<file path="src/rtl/pci_tgt_pkg.sv">
package pci_tgt_pkg;

  typedef enum logic [1:0] {
    CMD_MEM   = 2'b00,
    CMD_IO    = 2'b01,
    CMD_CFG   = 2'b10,
    CMD_OTHER = 2'b11
  } tcmd_e;

  typedef struct packed {
    logic lat_disc_en;
    logic cfg_dis;
    logic io_en;
    logic mem_en;
  } tctl_t;

  typedef enum logic {
    ST_IDLE = 1'b0,
    ST_BUSY = 1'b1
  } tstate_e;

endpackage

</file>
<file path="src/rtl/pci_tgt_decide.sv">
module pci_tgt_decide
  import pci_tgt_pkg::*;
(
  input  tcmd_e cmd,
  input  logic  hit,
  input  tctl_t ctl,
  output logic  take
);

  always_comb begin
    unique case (cmd)
      CMD_MEM:   take = ctl.mem_en & hit;
      CMD_IO:    take = ctl.io_en;
      CMD_CFG:   take = ~ctl.cfg_dis;
      default:   take = 1'b0;
    endcase
  end

endmodule

</file>
<file path="src/rtl/pci_tgt_latcnt.sv">
module pci_tgt_latcnt #(
  parameter int LAT_W = 8
) (
  input  logic             clk,
  input  logic             rst_n,
  input  logic             load,
  input  logic [LAT_W-1:0] load_val,
  input  logic             arm_en,
  input  logic             step,
  input  logic             clear,
  output logic             expired
);

  localparam logic [LAT_W-1:0] ONE  = LAT_W'(1);
  localparam logic [LAT_W-1:0] ZERO = '0;

  logic [LAT_W-1:0] cnt_q;
  logic             armed_q;
  logic             exp_q;

  always_ff @(posedge clk) begin
    if (!rst_n) begin
      cnt_q   <= ZERO;
      armed_q <= 1'b0;
      exp_q   <= 1'b0;
    end else if (load) begin
      cnt_q   <= load_val;
      armed_q <= arm_en && (load_val != ZERO);
      exp_q   <= 1'b0;
    end else if (clear) begin
      armed_q <= 1'b0;
      exp_q   <= 1'b0;
    end else if (step && cnt_q != ZERO) begin
      cnt_q <= cnt_q - ONE;
      if (cnt_q == ONE && armed_q) exp_q <= 1'b1;
    end
  end

  assign expired = exp_q;

endmodule

</file>
<file path="src/rtl/pci_tgt_seq.sv">
module pci_tgt_seq
  import pci_tgt_pkg::*;
(
  input  logic clk,
  input  logic rst_n,
  input  logic req_valid,
  input  logic take,
  input  logic dphase,
  input  logic xfer_end,
  output logic req_ready,
  output logic accept,
  output logic step,
  output logic clear,
  output logic claim_p,
  output logic ignore_p
);

  tstate_e st_q;
  logic    claim_q;
  logic    ignore_q;

  assign req_ready = (st_q == ST_IDLE);
  assign accept    = req_valid && req_ready;
  assign clear     = (st_q == ST_BUSY) && xfer_end;
  assign step      = (st_q == ST_BUSY) && dphase && !xfer_end;

  always_ff @(posedge clk) begin
    if (!rst_n) begin
      st_q     <= ST_IDLE;
      claim_q  <= 1'b0;
      ignore_q <= 1'b0;
    end else begin
      claim_q  <= accept && take;
      ignore_q <= accept && !take;
      unique case (st_q)
        ST_IDLE: if (accept && take) st_q <= ST_BUSY;
        ST_BUSY: if (xfer_end)       st_q <= ST_IDLE;
        default:                     st_q <= ST_IDLE;
      endcase
    end
  end

  assign claim_p  = claim_q;
  assign ignore_p = ignore_q;

endmodule

</file>
<file path="src/rtl/pci_tgt_gate.sv">
module pci_tgt_gate
  import pci_tgt_pkg::*;
#(
  parameter int LAT_W = 8
) (
  input  logic             clk,
  input  logic             rst_n,
  input  logic             req_valid,
  output logic             req_ready,
  input  logic [1:0]       req_cmd,
  input  logic             req_hit,
  input  logic             ctl_mem_en,
  input  logic             ctl_io_en,
  input  logic             ctl_cfg_dis,
  input  logic             ctl_lat_disc_en,
  input  logic [LAT_W-1:0] lat_timer,
  input  logic             dphase,
  input  logic             xfer_end,
  output logic             claim,
  output logic             ignore,
  output logic             disconnect
);

  tctl_t ctl;
  logic  take;
  logic  accept;
  logic  step;
  logic  clear;

  assign ctl = '{lat_disc_en: ctl_lat_disc_en, cfg_dis: ctl_cfg_dis,
                 io_en: ctl_io_en, mem_en: ctl_mem_en};

  pci_tgt_decide u_decide (
    .cmd  (tcmd_e'(req_cmd)),
    .hit  (req_hit),
    .ctl  (ctl),
    .take (take)
  );

  pci_tgt_seq u_seq (
    .clk       (clk),
    .rst_n     (rst_n),
    .req_valid (req_valid),
    .take      (take),
    .dphase    (dphase),
    .xfer_end  (xfer_end),
    .req_ready (req_ready),
    .accept    (accept),
    .step      (step),
    .clear     (clear),
    .claim_p   (claim),
    .ignore_p  (ignore)
  );

  pci_tgt_latcnt #(.LAT_W(LAT_W)) u_lat (
    .clk      (clk),
    .rst_n    (rst_n),
    .load     (accept && take),
    .load_val (lat_timer),
    .arm_en   (ctl.lat_disc_en),
    .step     (step),
    .clear    (clear),
    .expired  (disconnect)
  );

endmodule

</file>
<file path="config.mk">
export PLATFORM = sky130hd
export DESIGN_NAME = pci_tgt_gate
export DESIGN_NICKNAME = d
export VERILOG_FILES = /design/src/rtl/pci_tgt_pkg.sv /design/src/rtl/pci_tgt_decide.sv /design/src/rtl/pci_tgt_latcnt.sv /design/src/rtl/pci_tgt_seq.sv /design/src/rtl/pci_tgt_gate.sv
export SDC_FILE = /design/constraint.sdc
export NUM_CORES = 1
export LEC_CHECK = 0
export BUFFER_PORTS_ARGS = -buffer_cell sky130_fd_sc_hd__buf_4
export CORE_MARGIN = 5
export CORE_UTILIZATION = 48
export DETAILED_ROUTE_END_ITERATION = 8
export PLACE_DENSITY = 0.82
export SKIP_CTS_REPAIR_TIMING = 1
export SYNTH_ARGS = -nofsm -noshare
export SYNTH_HDL_FRONTEND = slang
export SYNTH_HIERARCHICAL = 1
export SYNTH_SLANG_ARGS = --single-unit
</file>
<file path="constraint.sdc">
create_clock -name clk -period 2.1 [get_ports clk]
set_input_delay 0.21 -clock clk [delete_from_list [all_inputs] [get_ports clk]]
set_output_delay 0.21 -clock clk [all_outputs]
set_load 0.03 [all_outputs]
</file>
==> results.sh <==
export IMPL_outcome="finished, final reports clean"
export IMPL_grt_pass1_wl_mm=3.33
export IMPL_clkTransAtPathRegs_ps=80
export IMPL_vias_per_cell=6.14
export IMPL_drt_iter0_markers=38
export IMPL_synth_fa_ha_area_share_pct=4.95
export IMPL_synth_area_leader_cell="dfxtp_1"
export IMPL_cap_violations=0
export IMPL_cp_start_kind="flop"
export IMPL_synth_nets=107
export IMPL_avgSynthCellArea_um2=9.03
export IMPL_postRouteWirelength_mm=2.03
export IMPL_muxShareOfSynthArea_pct=0
export IMPL_areaGrowthSynthToFinish_pct=27.9
export IMPL_grt_pass1_vias=719
export IMPL_io_buffers=23
export IMPL_synthXorXnorAreaFrac_pct=4.62
export IMPL_hold_class="input pin to flop"
export IMPL_arrival_ps=2170
export IMPL_cts_max_level=1
export IMPL_setup_viol=0
export IMPL_relSlewSlack_pct=75.2
export IMPL_p_per_area_nw_per_um2=605
export IMPL_dpl_cell_area_um2=943
export IMPL_yosysSeqAreaShare_pct=34.3
export IMPL_die_y_um=49.7
export IMPL_diodes=0
export IMPL_ant_nets=0
export IMPL_syn_inst=84
export IMPL_synthTopCellsByArea="dfxtp_1, o21ai_0, ha_1, xor2_1, a21oi_1"
export IMPL_synthesis_area_um2=758
export IMPL_rows=14
export IMPL_layout_min_cycle_time_ps=1940
export IMPL_finClkSkew_ps=1.20
export IMPL_core_area_um2=1510
export IMPL_setup_tns_ps=0
export IMPL_slew_violations=0
export IMPL_cp_top_family="simple AND/OR/NAND/NOR gates"
export IMPL_ys_types=41
export IMPL_numCtsBuffers=3
export IMPL_crit_type="flop to flop"
export IMPL_required_ps=2330
export IMPL_cp_slowest_stage_delay_ps=640
export IMPL_synth_top_family_by_area="simple AND/OR/NAND/NOR gates"
export IMPL_synthSimpleGateAreaFrac_pct=31.8
export IMPL_drc=0
export IMPL_routed_via_count=768
export IMPL_yosys_register_bits=13
export IMPL_worstMarginPinSlew_ps=369
export IMPL_start_util_pct=50.3
export IMPL_synth_top_area_share_pct=34.3
export IMPL_max_vdd_ir_drop_mv=0.344
export IMPL_path_buf_inv=1
export IMPL_grt_util_met3_pct=2.71
export IMPL_grt_overflow=0
export IMPL_fmax_mhz=515
export IMPL_synth_compound_area_share_pct=20.8
export IMPL_fin_crit_sh_pct=92.4
export IMPL_cts_root_buf="clkbuf_4"
export IMPL_first_pass_iters=4
export IMPL_cpMaxStageDelayCell="or4b_2"
export IMPL_hold_ws_ps=177
export IMPL_clk_path_buf_depth=2
export IMPL_hold_viol_final=0
export IMPL_rsz0062_at_grt="no"
export IMPL_drive_gt1_share_pct=33.0
export IMPL_cts_sinks=13
export IMPL_final_area_um2=970
export IMPL_fin_nets=133
export IMPL_die_w_um=49.7
export IMPL_pin_count=24
export IMPL_gr_usage_all_layers_pct=17.3
export IMPL_ys_flop_type="dfxtp_1"
export IMPL_grt_antenna_before_repair=0
export IMPL_top_usage_layer="met2"
export IMPL_endpoint_kind="flop"
export IMPL_die_area_um2=2470
export IMPL_cts_tree="yes"
export IMPL_synth_edf_count=0
export IMPL_use_met1_pct=19.7
export IMPL_crit_fanout=5
export IMPL_hpwl_mm=1.53
export IMPL_synth_warning_count=6
export IMPL_drt_wirelength_per_cell_um=16.2
export IMPL_grt_max_degree=16
export IMPL_finalWeightedCongestion=0.819
export IMPL_use_met2_pct=30.3
export IMPL_clk_insertion_delay_late_ps=280
export IMPL_p_leak_nw=0.395
export IMPL_synthArstFlopShare_pct=0
export IMPL_path_cells="inv_1 -> ha_1 -> or3b_2 -> o21ai_4 -> or4b_2 -> nand3_1"
==> state kept, by name, summed over array words and instances, names as in the netlist <==
| signal | cells |
|---|---|
| u_lat/armed_q | 1 |
| u_lat/cnt_q | 8 |
| u_lat/expired | 1 |
| u_seq/claim_p | 1 |
| u_seq/ignore_p | 1 |
| u_seq/st_q | 1 |
==> cell usage in the layout, fill, tap and decap left out, types with 3 or more instances in the layout <==
master    synthesis  layout
a21oi_1           5       5
xor2_1            3       3
a31oi_1           4       4
ha_1              3       3
buf_4             0      23
nand4_1           3       3
inv_1             5       5
clkbuf_4          0       3
nor4_1            3       3
dfxtp_1          13      13
o21ai_0           8       8
==> metrics by stage <==
stage	power (W)	setup slack, ps	util (%)	cells
floorplan	0.000373	284	-	84
global placement	0.000421	332	62.6	121
detailed placement	0.000429	238	62.6	121
CTS	0.000585	198	64.4	125
global route	0.000615	119	64.4	125
finish	0.000587	160	64.4	125
==> cell usage after synthesis, drive strengths merged (2+ instances only) <==
| cell type | instances |
|---|---|
| dfxtp | 13 |
| nor4b | 2 |
| nor2 | 2 |
| or4 | 2 |
| xor2 | 3 |
| nand3 | 2 |
| nor2b | 2 |
| a21oi | 5 |
| o21ai | 10 |
| ha | 3 |
| nand4 | 3 |
| a31oi | 4 |
| or3 | 3 |
| nor4 | 4 |
| clkbuf | 2 |
| inv | 5 |
==> cell type report <==
class	count	area, um2
Tap cell	16	20.0
Clock buffer	4	26.3
Sequential cell	13	260
Timing Repair Buffer	23	173
Inverter	5	18.8
Multi-Input combinational cell	64	472
Fill cell	124	537
==> layer usage <==
| metal | vias up | share of wire (%) |
|---|---|---|
| met4 | 0 | 2.2 |
| met5 | - | 0 |
| li1 | 369 | - |
| met3 | 6 | 5.8 |
| met1 | 357 | 40 |
| met2 | 36 | 52 |
==> tightest hold or removal path, stage by stage <==
cell and delay [ps]:
buf_4 80, nand3_1 60, nand3_1 70
==> where the power goes <==
group / internal (W) / total [W] / switching, W
clock: 0.0000738 / 0.000158 / 0.0000842
sequential: 0.000264 / 0.000285 / 0.0000211
combinational: 0.0000688 / 0.000144 / 0.0000752
==> path summary, 6_finish.rpt <==
path,from,endpoint,slack [ps],cells past startpoint
worst max-delay path,u_lat/cnt_q[0],u_lat/cnt_q[1],160,6
worst min-delay path,lat_timer[1],u_lat/cnt_q[1],180,3
worst max register to register,u_lat/cnt_q[0],u_lat/cnt_q[1],160,6
worst min register to register,u_lat/cnt_q[5],u_lat/cnt_q[5],530,2
==> cells by family (layout without fill, tap and decap cells) <==
family                     count (synthesis)  after routing
and+or+nand+nor                           33             33
AOI/OAI and AO/OA                         24             24
DFF                                       13             13
buffers and inverters                      7             32
xor gates and xnor gates                   4              4
adders and majority gates                  3              3
Power figures use the tool's default switching activity.
